--- config.mk ---
export PLATFORM = sky130hd
export DESIGN_NAME = adf_frac_audio_div
export DESIGN_NICKNAME = d
export VERILOG_FILES = /design/src/rtl/adf_pkg.sv /design/src/rtl/adf_src_sel.sv /design/src/rtl/adf_div_loader.sv /design/src/rtl/adf_phase_acc.sv /design/src/rtl/adf_frac_audio_div.sv
export SDC_FILE = /design/constraint.sdc
export NUM_CORES = 1
export LEC_CHECK = 0
export ABC_CLOCK_PERIOD_IN_PS = 2300
export CAP_MARGIN = 10
export CORE_MARGIN = 2
export CORE_UTILIZATION = 43
export CTS_BUF_LIST = sky130_fd_sc_hd__clkbuf_8
export DETAILED_ROUTE_END_ITERATION = 6
export DONT_BUFFER_PORTS = 1
export PLACE_DENSITY = 0.69
export REMOVE_ABC_BUFFERS = 1
export SLEW_MARGIN = 40
export SYNTH_ARGS = -nofsm -noshare
export SYNTH_HDL_FRONTEND = slang
export SYNTH_HIERARCHICAL = 1
export SYNTH_SLANG_ARGS = --single-unit
--- constraint.sdc ---
create_clock -name clk -period 2.3 [get_ports clk]
set_input_delay 0.46 -clock clk [delete_from_list [all_inputs] [get_ports clk]]
set_output_delay 0.46 -clock clk [all_outputs]
set_load 0.01 [all_outputs]
--- src/rtl/adf_pkg.sv ---
package adf_pkg;
    typedef enum logic {
        SRC_PLL  = 1'b0,
        SRC_XTAL = 1'b1
    } adf_src_e;
endpackage

--- src/rtl/adf_src_sel.sv ---
module adf_src_sel
    import adf_pkg::*;
(
    input  logic xtal_tick,
    input  logic pll_tick,
    input  logic src_sel,
    output logic par_tick
);
    adf_src_e src;

    always_comb begin
        src      = adf_src_e'(src_sel);
        par_tick = (src == SRC_XTAL) ? xtal_tick : pll_tick;
    end
endmodule

--- src/rtl/adf_div_loader.sv ---
module adf_div_loader #(
    parameter int DIV_W       = 16,
    parameter int BUSY_CYCLES = 4
) (
    input  logic             clk,
    input  logic             rst_n,
    input  logic             wr_en,
    input  logic [DIV_W-1:0] wr_div,
    output logic [DIV_W-1:0] div_o,
    output logic             load_o,
    output logic             busy_o
);
    localparam int CNT_W = $clog2(BUSY_CYCLES + 1);
    localparam logic [CNT_W-1:0] CNT_FULL = CNT_W'(BUSY_CYCLES);
    localparam logic [CNT_W-1:0] CNT_LAST = CNT_W'(1);

    typedef struct packed {
        logic [DIV_W-1:0] pend;
        logic [DIV_W-1:0] active;
        logic [CNT_W-1:0] cnt;
    } ld_state_t;

    ld_state_t st_d, st_q;
    logic      accept_d;
    logic      load_d;

    always_comb begin
        st_d     = st_q;
        accept_d = wr_en && (wr_div != '0);
        load_d   = 1'b0;
        if (accept_d) begin
            st_d.pend = wr_div;
            st_d.cnt  = CNT_FULL;
        end else if (st_q.cnt != '0) begin
            st_d.cnt = st_q.cnt - CNT_LAST;
            if (st_q.cnt == CNT_LAST) begin
                st_d.active = st_q.pend;
                load_d      = 1'b1;
            end
        end
    end

    always_ff @(posedge clk or negedge rst_n) begin
        if (!rst_n) begin
            st_q <= '0;
        end else begin
            st_q <= st_d;
        end
    end

    assign div_o  = st_q.active;
    assign load_o = load_d;
    assign busy_o = (st_q.cnt != '0);

    // a valid write raises busy on the next cycle
    p_busy_set_r4: assert property (@(posedge clk) disable iff (!rst_n)
        (wr_en && wr_div != '0) |=> busy_o);

    // a zero write while idle leaves busy low
    p_zero_ignored_r3: assert property (@(posedge clk) disable iff (!rst_n)
        (wr_en && wr_div == '0 && !busy_o) |=> !busy_o);

    // the active value only changes as the busy window closes
    p_load_at_end_r5: assert property (@(posedge clk) disable iff (!rst_n)
        !$stable(div_o) |-> $fell(busy_o));
endmodule

--- src/rtl/adf_phase_acc.sv ---
module adf_phase_acc #(
    parameter int ACC_W = 16
) (
    input  logic             clk,
    input  logic             rst_n,
    input  logic             par_tick,
    input  logic             run,
    input  logic             clear,
    input  logic [ACC_W-1:0] step,
    output logic             tick_o
);
    typedef struct packed {
        logic [ACC_W-1:0] acc;
        logic             tick;
    } ac_state_t;

    ac_state_t      st_d, st_q;
    logic [ACC_W:0] sum_d;

    always_comb begin
        st_d      = st_q;
        st_d.tick = 1'b0;
        sum_d     = {1'b0, st_q.acc} + {1'b0, step};
        if (clear) begin
            st_d.acc = '0;
        end else if (run && par_tick) begin
            st_d.acc  = sum_d[ACC_W-1:0];
            st_d.tick = sum_d[ACC_W];
        end
    end

    always_ff @(posedge clk or negedge rst_n) begin
        if (!rst_n) begin
            st_q <= '0;
        end else begin
            st_q <= st_d;
        end
    end

    assign tick_o = st_q.tick;

    // stopped channel gives no output on the next cycle
    p_stopped_silent_r6: assert property (@(posedge clk) disable iff (!rst_n)
        !run |=> !tick_o);

    // the edge that loads a new value produces no output
    p_load_silent_r5: assert property (@(posedge clk) disable iff (!rst_n)
        clear |=> !tick_o);
endmodule

--- src/rtl/adf_frac_audio_div.sv ---
module adf_frac_audio_div #(
    parameter int ACC_W       = 16,
    parameter int BUSY_CYCLES = 4
) (
    input  logic             clk,
    input  logic             rst_n,
    input  logic             xtal_tick,
    input  logic             pll_tick,
    input  logic             src_sel,
    input  logic             frac_en,
    input  logic             gate,
    input  logic             wr_en,
    input  logic [ACC_W-1:0] wr_div,
    output logic             tick_out,
    output logic             busy
);
    logic             par_tick;
    logic             run;
    logic             load;
    logic [ACC_W-1:0] div_act;

    assign run = frac_en && !gate;

    adf_src_sel u_src (
        .xtal_tick (xtal_tick),
        .pll_tick  (pll_tick),
        .src_sel   (src_sel),
        .par_tick  (par_tick)
    );

    adf_div_loader #(
        .DIV_W       (ACC_W),
        .BUSY_CYCLES (BUSY_CYCLES)
    ) u_loader (
        .clk    (clk),
        .rst_n  (rst_n),
        .wr_en  (wr_en),
        .wr_div (wr_div),
        .div_o  (div_act),
        .load_o (load),
        .busy_o (busy)
    );

    adf_phase_acc #(
        .ACC_W (ACC_W)
    ) u_acc (
        .clk      (clk),
        .rst_n    (rst_n),
        .par_tick (par_tick),
        .run      (run),
        .clear    (load),
        .step     (div_act),
        .tick_o   (tick_out)
    );

    // without an enable on the selected parent line there is no output
    p_parent_needed_r8: assert property (@(posedge clk) disable iff (!rst_n)
        !(src_sel ? xtal_tick : pll_tick) |=> !tick_out);

    // fractional mode off keeps the output low
    p_frac_off_r7: assert property (@(posedge clk) disable iff (!rst_n)
        !frac_en |=> !tick_out);
endmodule

==> results of run 1 <==
==> state kept, by name (all words and copies together) (netlist names) <==
name / cells
u_loader/st_q: 19
u_acc/st_q: 16
u_loader/div_o: 16
u_acc/tick_o: 1
==> cell type report <==
class	instances	area (um2)
sequential	52	1301
clock buffer	5	68.82
multi-input combinational	196	1453
timing repair buffer	9	100.1
fill	622	3606
inverter	8	30.03
clock inverter	2	60.06
tap	80	100.1
==> per-layer routing <==
| metal | share of wire, % | up-vias | wire length, um | global-route usage, % |
|---|---|---|---|---|
| li1 | - | 955 | - | - |
| met1 | 45 | 974 | 2532 | 20.71 |
| met2 | 50 | 35 | 2794 | 27.00 |
| met3 | 3.3 | 5 | 183 | 2.749 |
| met4 | 1.2 | 0 | 65 | 5.824 |
| met5 | 0 | - | 0 | 0 |
==> path summary, 6_finish.rpt <==
| path | startpoint | end | slack [ns] | depth (start not counted) |
|---|---|---|---|---|
| min in group clk | wr_div[7] | u_loader/st_q[26] | 0.26 | 2 |
| worst min-delay path | rst_n | u_acc/st_q[2] | -0.0007 | 1 |
| worst max register to register | u_acc/st_q[1] | u_acc/st_q[13] | 0.16 | 9 |
| max in group asynchronous | rst_n | u_loader/div_o[9] | 2.07 | 1 |
| worst min register to register | u_loader/st_q[24] | u_loader/st_q[24] | 0.48 | 2 |
| worst max-delay path | u_acc/st_q[1] | u_acc/st_q[13] | 0.16 | 9 |
==> layout by cell type (no fill, tap or decap), types with 5 or more instances in the layout <==
master	instances
a21oi_1	15
buf_4	7
clkbuf_8	5
dfrtp_1	52
ha_1	18
inv_1	8
mux2_1	10
mux2_2	16
nand2_1	44
nor2_1	8
o21ai_0	20
xnor2_1	7
xor2_1	6
==> worst max-delay path, delay by kind of cell (launching register included) <==
family	cells	cell delay, ns
fa+ha+maj	2	0.57
flops	1	0.38
simple gates	2	0.34
compound gates	4	0.69
buf+inv	1	0.06
==> synthesized netlist by cell type (2+ instances only) <==
cell / n / area share (%)
and3_1: 2 / 0.42
a21o_1: 4 / 1.0
xnor2_1: 7 / 2.1
mux2_2: 16 / 6.1
inv_1: 8 / 1.0
a31oi_1: 3 / 0.63
ha_1: 19 / 8.0
nor2_1: 8 / 1.0
clkbuf_1: 2 / 0.25
o21ai_0: 20 / 3.4
dfrtp_1: 52 / 44
xor2_1: 6 / 1.8
nand3_1: 3 / 0.51
o21bai_1: 4 / 1.0
buf_4: 19 / 4.8
mux2_1: 10 / 3.8
nand2b_1: 2 / 0.42
o31ai_1: 2 / 0.51
nand4_1: 4 / 0.84
or4_1: 4 / 1.0
nand2_1: 44 / 5.6
buf_6: 2 / 0.76
a211oi_1: 2 / 0.51
a21oi_1: 15 / 2.5
==> power by group through the flow <==
| stage | Combinational, mW | Clock, mW | Sequential (mW) |
|---|---|---|---|
| CTS | 1.79 | 0.741 | 1.45 |
| global placement | 1.71 | 0 | 1.45 |
| floorplan | 1.43 | 0 | 1.37 |
| finish | 1.84 | 0.724 | 1.44 |
| detailed placement | 1.76 | 0 | 1.46 |
| global route | 2.09 | 0.778 | 1.49 |
==> repair_timing <==
action                                 CTS  global route
endpoints found under the hold margin   52             0
setup endpoints to repair                0             6
gates resized for setup                  0             5
hold buffers                             1             0
==> kinds of logic after synthesis <==
family / Yosys count / synth area share, %
simple gates: 73 / 11.41
xor+xnor: 13 / 3.845
buf+inv: 35 / 8.027
compound gates: 62 / 13.35
fa+ha+maj: 20 / 8.703
flops: 52 / 43.94
mux: 28 / 10.73
==> flow_summary.toml, run 1 <==
[run_status]
status = "finished with violations"
violations = "hold timing"

[layout]
n_antenna_cell = 0
drive_gt1_share_pct = 16.54
utilization_pct = 46.33
fin_area_um2 = 3113
instances_no_fill = 352
area_growth_pct = 5.112
finalNetCount = 316

[clock_network]
cts_tree = "done"
clk-insertion-delay-late_ns = 0.30
clkSinkCount = 52
cts_max_level = 2
cts.reportedPaths.clkPinSlew_ns = 0.09
root_buffer = "clkbuf_8"
cts_setup_buffers = 0
cts_buffer_depth = 2
numCtsBuffers = 5

[power_and_ir_drop]
p_sw_mw = 1.510
p_leak_nw = 1.484
intPower_mw = 2.495
p_per_area_nw_per_um2 = 1287
combPwrFrac_pct = 45.8
p_clk_share_pct = 18.1
p_sw_share_pct = 37.69
total_power_mw = 4.005
pwr-share-seq_pct = 36.1
ir_worst_vdd_mv = 0.5741

[synth]
ys_types = 49
synth_cells = 283
ys_seq_area_share_pct = 43.94
synth_warnings = 6
synth.avg_cell_area_um2 = 10.46
netlist_area_um2 = 2962
synth_seq_cells = 52
synth_edf_count = 0
synthArstFlopShare_pct = 100.0
synth_flop_cell = "dfrtp_1"

[routing]
viasPerCell = 5.594
drt_iter0_drc = 125
wl_per_cell_um = 15.84
first_pass_iters = 4
drt-total-wl_mm = 5.576
drc = 0
antenna_left = 0
vias = 1969

[placed_design]
io_buffer_count = 0
dpl_cell_area_um2 = 2938
gp_congestion = 0.8570
hpwl_mm = 4.026
dp.cells = 344
pre_cts_slack_ns = -0.08093

[worst_setup_path]
cpPeakStageDelay_ns = 0.38
arrival_ns = 2.35
endpoint_kind = "flip-flop"
worstPathMaxFanout = 3
critPathLaunchType = "flip-flop"
crit_path_top_delay_cell = "dfrtp_1"
critPathKind = "flip-flop to flip-flop"
required_ns = 2.51
path_cells = "ha_2 -> inv_1 -> fa_2 -> nor2b_2 -> o2111ai_2 -> a21oi_2 -> o21bai_1 -> and3_1 -> o31ai_1"

[timing]
fin_crit_sh_pct = 93.06
max_slew_margin_pct = 77.16
max_freq_mhz = 467.2
timing.final.ws_setup_ns = 0.1596
slew_viol_final = 0
setup_viol = 0
worst_pin_slew_ns = 0.3390
period_minus_slack_ns = 2.140
fin_hold_ws_ns = -0.0006635
fin_setup_tns_ns = 0
fin_skew_ns = 0.007115
rsz0062_at_grt = "no"
hold_violations = 1

[floorplan]
start_util_pct = 44.08
die_x_um = 86.99
fp.dieH_um = 86.99
core_area_um2 = 6719
io_pins = 26
rows = 30
die_area_um2 = 7567

[global_route]
grt_max_degree = 53
grt_remaining_overflow = 0
antenna_found_initial = 0
grt_util_all_layers_pct = 16.04
grt_pass1_vias = 1979
grt_pass1_wl_mm = 9.494

[hold_path]
hold_path.class = "input pin to async pin"

[job]
maxCapViolCount = 0
Power figures use the tool's default switching activity.
==> inputs of run 2 (changes only) <==
CORE_MARGIN = unset   (was 2)
CORE_UTILIZATION = 40   (was 43)
PLACE_DENSITY = 0.65   (was 0.69)
==> flow_summary.toml, run 2 (synthesized netlist as in run 1, its figures left out) <==
[timing]
max_freq_mhz = 466.1
fin_skew_ns = 0.006645
rsz0062_at_grt = "no"
slew_viol_final = 0
worst_pin_slew_ns = 0.3827
fin_crit_sh_pct = 93.28
fin_hold_ws_ns = -0.006257
hold_violations = 8
fin_setup_tns_ns = 0
max_slew_margin_pct = 74.27
period_minus_slack_ns = 2.145
setup_viol = 0

[placed_design]
io_buffer_count = 0
dp.cells = 362
hpwl_mm = 3.997
gp_congestion = 0.8376
dpl_cell_area_um2 = 2954

[layout]
area_growth_pct = 4.985
fill_cells = 720
fin_area_um2 = 3109
drive_gt1_share_pct = 15.81
top_register = "u_loader/st_q"
final_common_cell = "dfrtp_1"
final_cell_mix = "dfrtp_1, nand2_1, o21ai_0"
finalNetCount = 315
largest_reg_flops = 19
seqCellArea_um2 = 1301
multiInputGateArea_um2 = 1443
instances_no_fill = 371
utilization_pct = 43.10
n_antenna_cell = 0

[routing]
wl_per_cell_um = 14.26
drc = 0
first_pass_iters = 4
drt_iter0_drc = 81
vias = 1903
drt-total-wl_mm = 5.289
antenna_left = 0
viasPerCell = 5.129

[global_route]
antenna_found_initial = 0
grt_pass1_wl_mm = 8.997
grt_max_degree = 53
grt_remaining_overflow = 0
grt_util_all_layers_pct = 15.07
grt_pass1_vias = 1925

[floorplan]
die_x_um = 88.05
start_util_pct = 41.05
rows = 31
io_pins = 26
fp.dieH_um = 88.05
core_area_um2 = 7214
die_area_um2 = 7752

[worst_setup_path]
critPathKind = "flip-flop to flip-flop"
r2r_cells = 9
r2r-end = "u_acc/st_q[13]"
worstPathMaxFanout = 3
arrival_ns = 2.36
cp-startpoint = "u_acc/st_q[1]"
reg2reg_slack_ns = 0.15
required_ns = 2.51
critPathLaunchType = "flip-flop"
reg2reg_from = "u_acc/st_q[1]"
crit_end = "u_acc/st_q[13]"
endpoint_kind = "flip-flop"

[clock_network]
cts_buffer_depth = 2
cts_setup_buffers = 0
cts_max_level = 2
cts.reportedPaths.clkPinSlew_ns = 0.10
clkSinkCount = 52
clk-insertion-delay-late_ns = 0.30
numCtsBuffers = 5
cts_tree = "done"
root_buffer = "clkbuf_8"

[job]
maxCapViolCount = 0

[hold_path]
hold_path.class = "input pin to async pin"

[run_status]
status = "finished with violations"
violations = "hold timing"

[power_and_ir_drop]
p_per_area_nw_per_um2 = 1251
ir_worst_vdd_mv = 0.6477
p_leak_nw = 1.474
[run 2: cell count changes in the layout (fill, tap and decap cells not counted), sizes merged]
cell and change:
buf -1, bufinv -1, inv +2
[run 2: report_power, final]
| group | internal, mW | switching, mW | leakage [nW] |
|---|---|---|---|
| combinational | 0.823 | 0.970 | 0.763 |
| clock | 0.336 | 0.321 | 0.0607 |
| sequential | 1.23 | 0.213 | 0.651 |
| total | 2.39 | 1.50 | 1.47 |
[run 2: how the worst min path moves through the flow]
stage | slack [ns] | depth (start not counted) | startpoint | to
after floorplan | 0.16 | 0 | rst_n | u_acc/st_q[10]
after global placement | 0.17 | 0 | rst_n | u_loader/st_q[19]
after detailed placement | 0.17 | 0 | rst_n | u_loader/st_q[19]
after CTS | 0.003 | 1 | rst_n | u_loader/st_q[19]
after global routing | 0.004 | 1 | rst_n | u_acc/st_q[1]
final | -0.006 | 1 | rst_n | u_acc/st_q[1]
[run 2: metrics by stage]
| step | power [mW] | worst slack (ns) |
|---|---|---|
| 2_1_floorplan | 2.796 | -1.246 |
| 3_3_place_gp | 3.163 | -0.02923 |
| 3_5_place_dp | 3.208 | -0.08120 |
| 4_1_cts | 3.908 | 0.1092 |
| 5_1_grt | 4.238 | 0.001534 |
| 6_report | 3.891 | 0.1546 |
[run 2: repair_timing]
item	4_1_cts	5_1_grt
endpoints found under the hold margin	52	0
gates resized for setup	0	3
hold buffers	1	0
endpoints found under the setup margin	0	5
[run 2: layout make-up]
type                       instances  area share, %
multi-input combinational        196          46.40
sequential                        52          41.85
tap                               99          3.984
timing repair buffer               8          2.978
clock buffer                       5          2.213
clock inverter                     3          1.610
inverter                           8         0.9658
[run 2: critical path, cell delays in order, from the launching register on]
cell and delay, ns:
dfrtp_1 0.37, ha_2 0.19, inv_1 0.05, fa_1 0.41, nor2b_2 0.14, o2111ai_1 0.17, a21oi_2 0.20, o21bai_1 0.12
and3_1 0.19, o31ai_1 0.21
[run 2: layer usage]
layer,global-route usage (%),vias to the layer above,wire (um)
li1,-,952,-
met2,25.23,28,2566
met4,3.812,0,38
met1,20.27,919,2543
met3,2.639,4,142
met5,0,-,0
==> inputs of run 3 (changes only) <==
CAP_MARGIN = unset   (was 10)
CORE_ASPECT_RATIO = 0.7   (was unset)
REMOVE_ABC_BUFFERS = unset   (was 1)
==> flow_summary.toml, run 3 (synthesized netlist as in run 1, its figures left out) <==
[worst_setup_path]
worstPathMaxFanout = 3
reg2reg_slack_ns = 0.17
critPathLaunchType = "flip-flop"
required_ns = 2.52
r2r_cells = 9
reg2reg_from = "u_acc/st_q[1]"
endpoint_kind = "flip-flop"
arrival_ns = 2.35
critPathKind = "flip-flop to flip-flop"
r2r-end = "u_acc/st_q[13]"

[layout]
drive_gt1_share_pct = 16.24
final_common_cell = "dfrtp_1"
largest_reg_flops = 19
final_cell_mix = "dfrtp_1, nand2_1, o21ai_0"
finalNetCount = 315
area_growth_pct = 5.746
top_register = "u_loader/st_q"
n_antenna_cell = 0

[timing]
max_freq_mhz = 469.6
setup_viol = 0
worst_pin_slew_ns = 0.5107
max_slew_margin_pct = 65.88
fin_skew_ns = 0.004974
fin_setup_tns_ns = 0
fin_crit_sh_pct = 92.59
fin_hold_ws_ns = -0.002922
timing.final.ws_setup_ns = 0.1705
slew_viol_final = 0
rsz0062_at_grt = "no"
period_minus_slack_ns = 2.129
hold_violations = 2

[clock_network]
root_buffer = "clkbuf_8"
cts_setup_buffers = 0
cts_max_level = 2
cts.reportedPaths.clkPinSlew_ns = 0.09
clkSinkCount = 52
clk-insertion-delay-late_ns = 0.30
cts_buffer_depth = 2
numCtsBuffers = 5
cts_tree = "done"

[power_and_ir_drop]
ir_worst_vdd_mv = 0.5305
pwr-share-seq_pct = 35.8
p_per_area_nw_per_um2 = 1283
p_leak_nw = 1.479
total_power_mw = 4.019
p_sw_share_pct = 37.88
combPwrFrac_pct = 46.2
p_clk_share_pct = 18.0
p_sw_mw = 1.522
intPower_mw = 2.496

[synth]
synth_nets = 327

[placed_design]
hpwl_mm = 4.277
gp_congestion = 0.8200
io_buffer_count = 0
pre_cts_slack_ns = -0.2338

[global_route]
antenna_found_initial = 0
grt_remaining_overflow = 0
grt_max_degree = 53
grt_pass1_wl_mm = 9.846
grt_util_all_layers_pct = 16.50
grt_pass1_vias = 2007

[job]
maxCapViolCount = 0

[floorplan]
fp.dieH_um = 73.99
core_area_um2 = 6944
start_util_pct = 42.65
rows = 25
die_x_um = 104.8
io_pins = 26
die_area_um2 = 7757

[routing]
drc = 0
drt_iter0_drc = 85
viasPerCell = 5.340
first_pass_iters = 4
drt-total-wl_mm = 5.809
vias = 1949
antenna_left = 0
wl_per_cell_um = 15.92

[hold_path]
hold_path.class = "input pin to async pin"

[run_status]
status = "finished with violations"
violations = "hold timing"
## run 3: layer usage
metal / global-route usage, % / share of wire, % / up-vias
met3: 4.382 / 5.4 / 2
met5: 0 / 0 / -
met1: 23.48 / 54 / 948
met4: 4.069 / 0.36 / 0
li1: - / - / 946
met2: 25.31 / 41 / 53
## run 3: stage by stage
stage	cell area [um2]	cells	utilization (%)
floorplan	2962	283	-
global placement	2952	357	42.50
detailed placement	2952	357	42.50
CTS	3108	365	44.76
global route	3132	365	45.10
finish	3132	365	45.10
## run 3: cell type report
class	count	area, um2
inverter	8	30.03
clock inverter	2	60.06
tap	94	117.6
clock buffer	5	68.82
sequential	52	1301
multi-input combinational	196	1461
fill	670	3812
timing repair buffer	8	92.59
## run 3: power groups by stage
stage | Sequential, mW | Combinational (mW) | Clock (mW)
2_1_floorplan | 1.36 | 1.68 | 0
6_report | 1.44 | 1.86 | 0.725
5_1_grt | 1.48 | 2.10 | 0.782
3_3_place_gp | 1.45 | 1.74 | 0
3_5_place_dp | 1.46 | 1.78 | 0
4_1_cts | 1.44 | 1.81 | 0.745
## run 3: worst max path at each step
stage                                  from              to  slack (ns)
after detailed placement         wr_div[11]   u_acc/st_q[3]       -0.23
after CTS                 u_loader/div_o[0]  u_acc/st_q[13]        0.02
after global placement           wr_div[11]  u_acc/st_q[14]       -0.15
after global routing          u_acc/st_q[1]  u_acc/st_q[13]        0.05
final                         u_acc/st_q[1]  u_acc/st_q[13]        0.17
after floorplan                  wr_div[11]  u_acc/st_q[10]        0.02
## run 3: repair_timing
action	in CTS	in global routing
setup endpoints to repair	0	10
hold buffers	1	0
resized for setup	0	5
endpoints found under the hold margin	52	0
## run 3: critical path: stages, from the launching register on
cell       delay (ns)
dfrtp_1          0.37
ha_2             0.21
inv_1            0.06
fa_2             0.36
nor2b_2          0.16
o2111ai_2        0.15
a21oi_2          0.21
o21bai_1         0.14
and3_1           0.20
o31ai_1          0.20
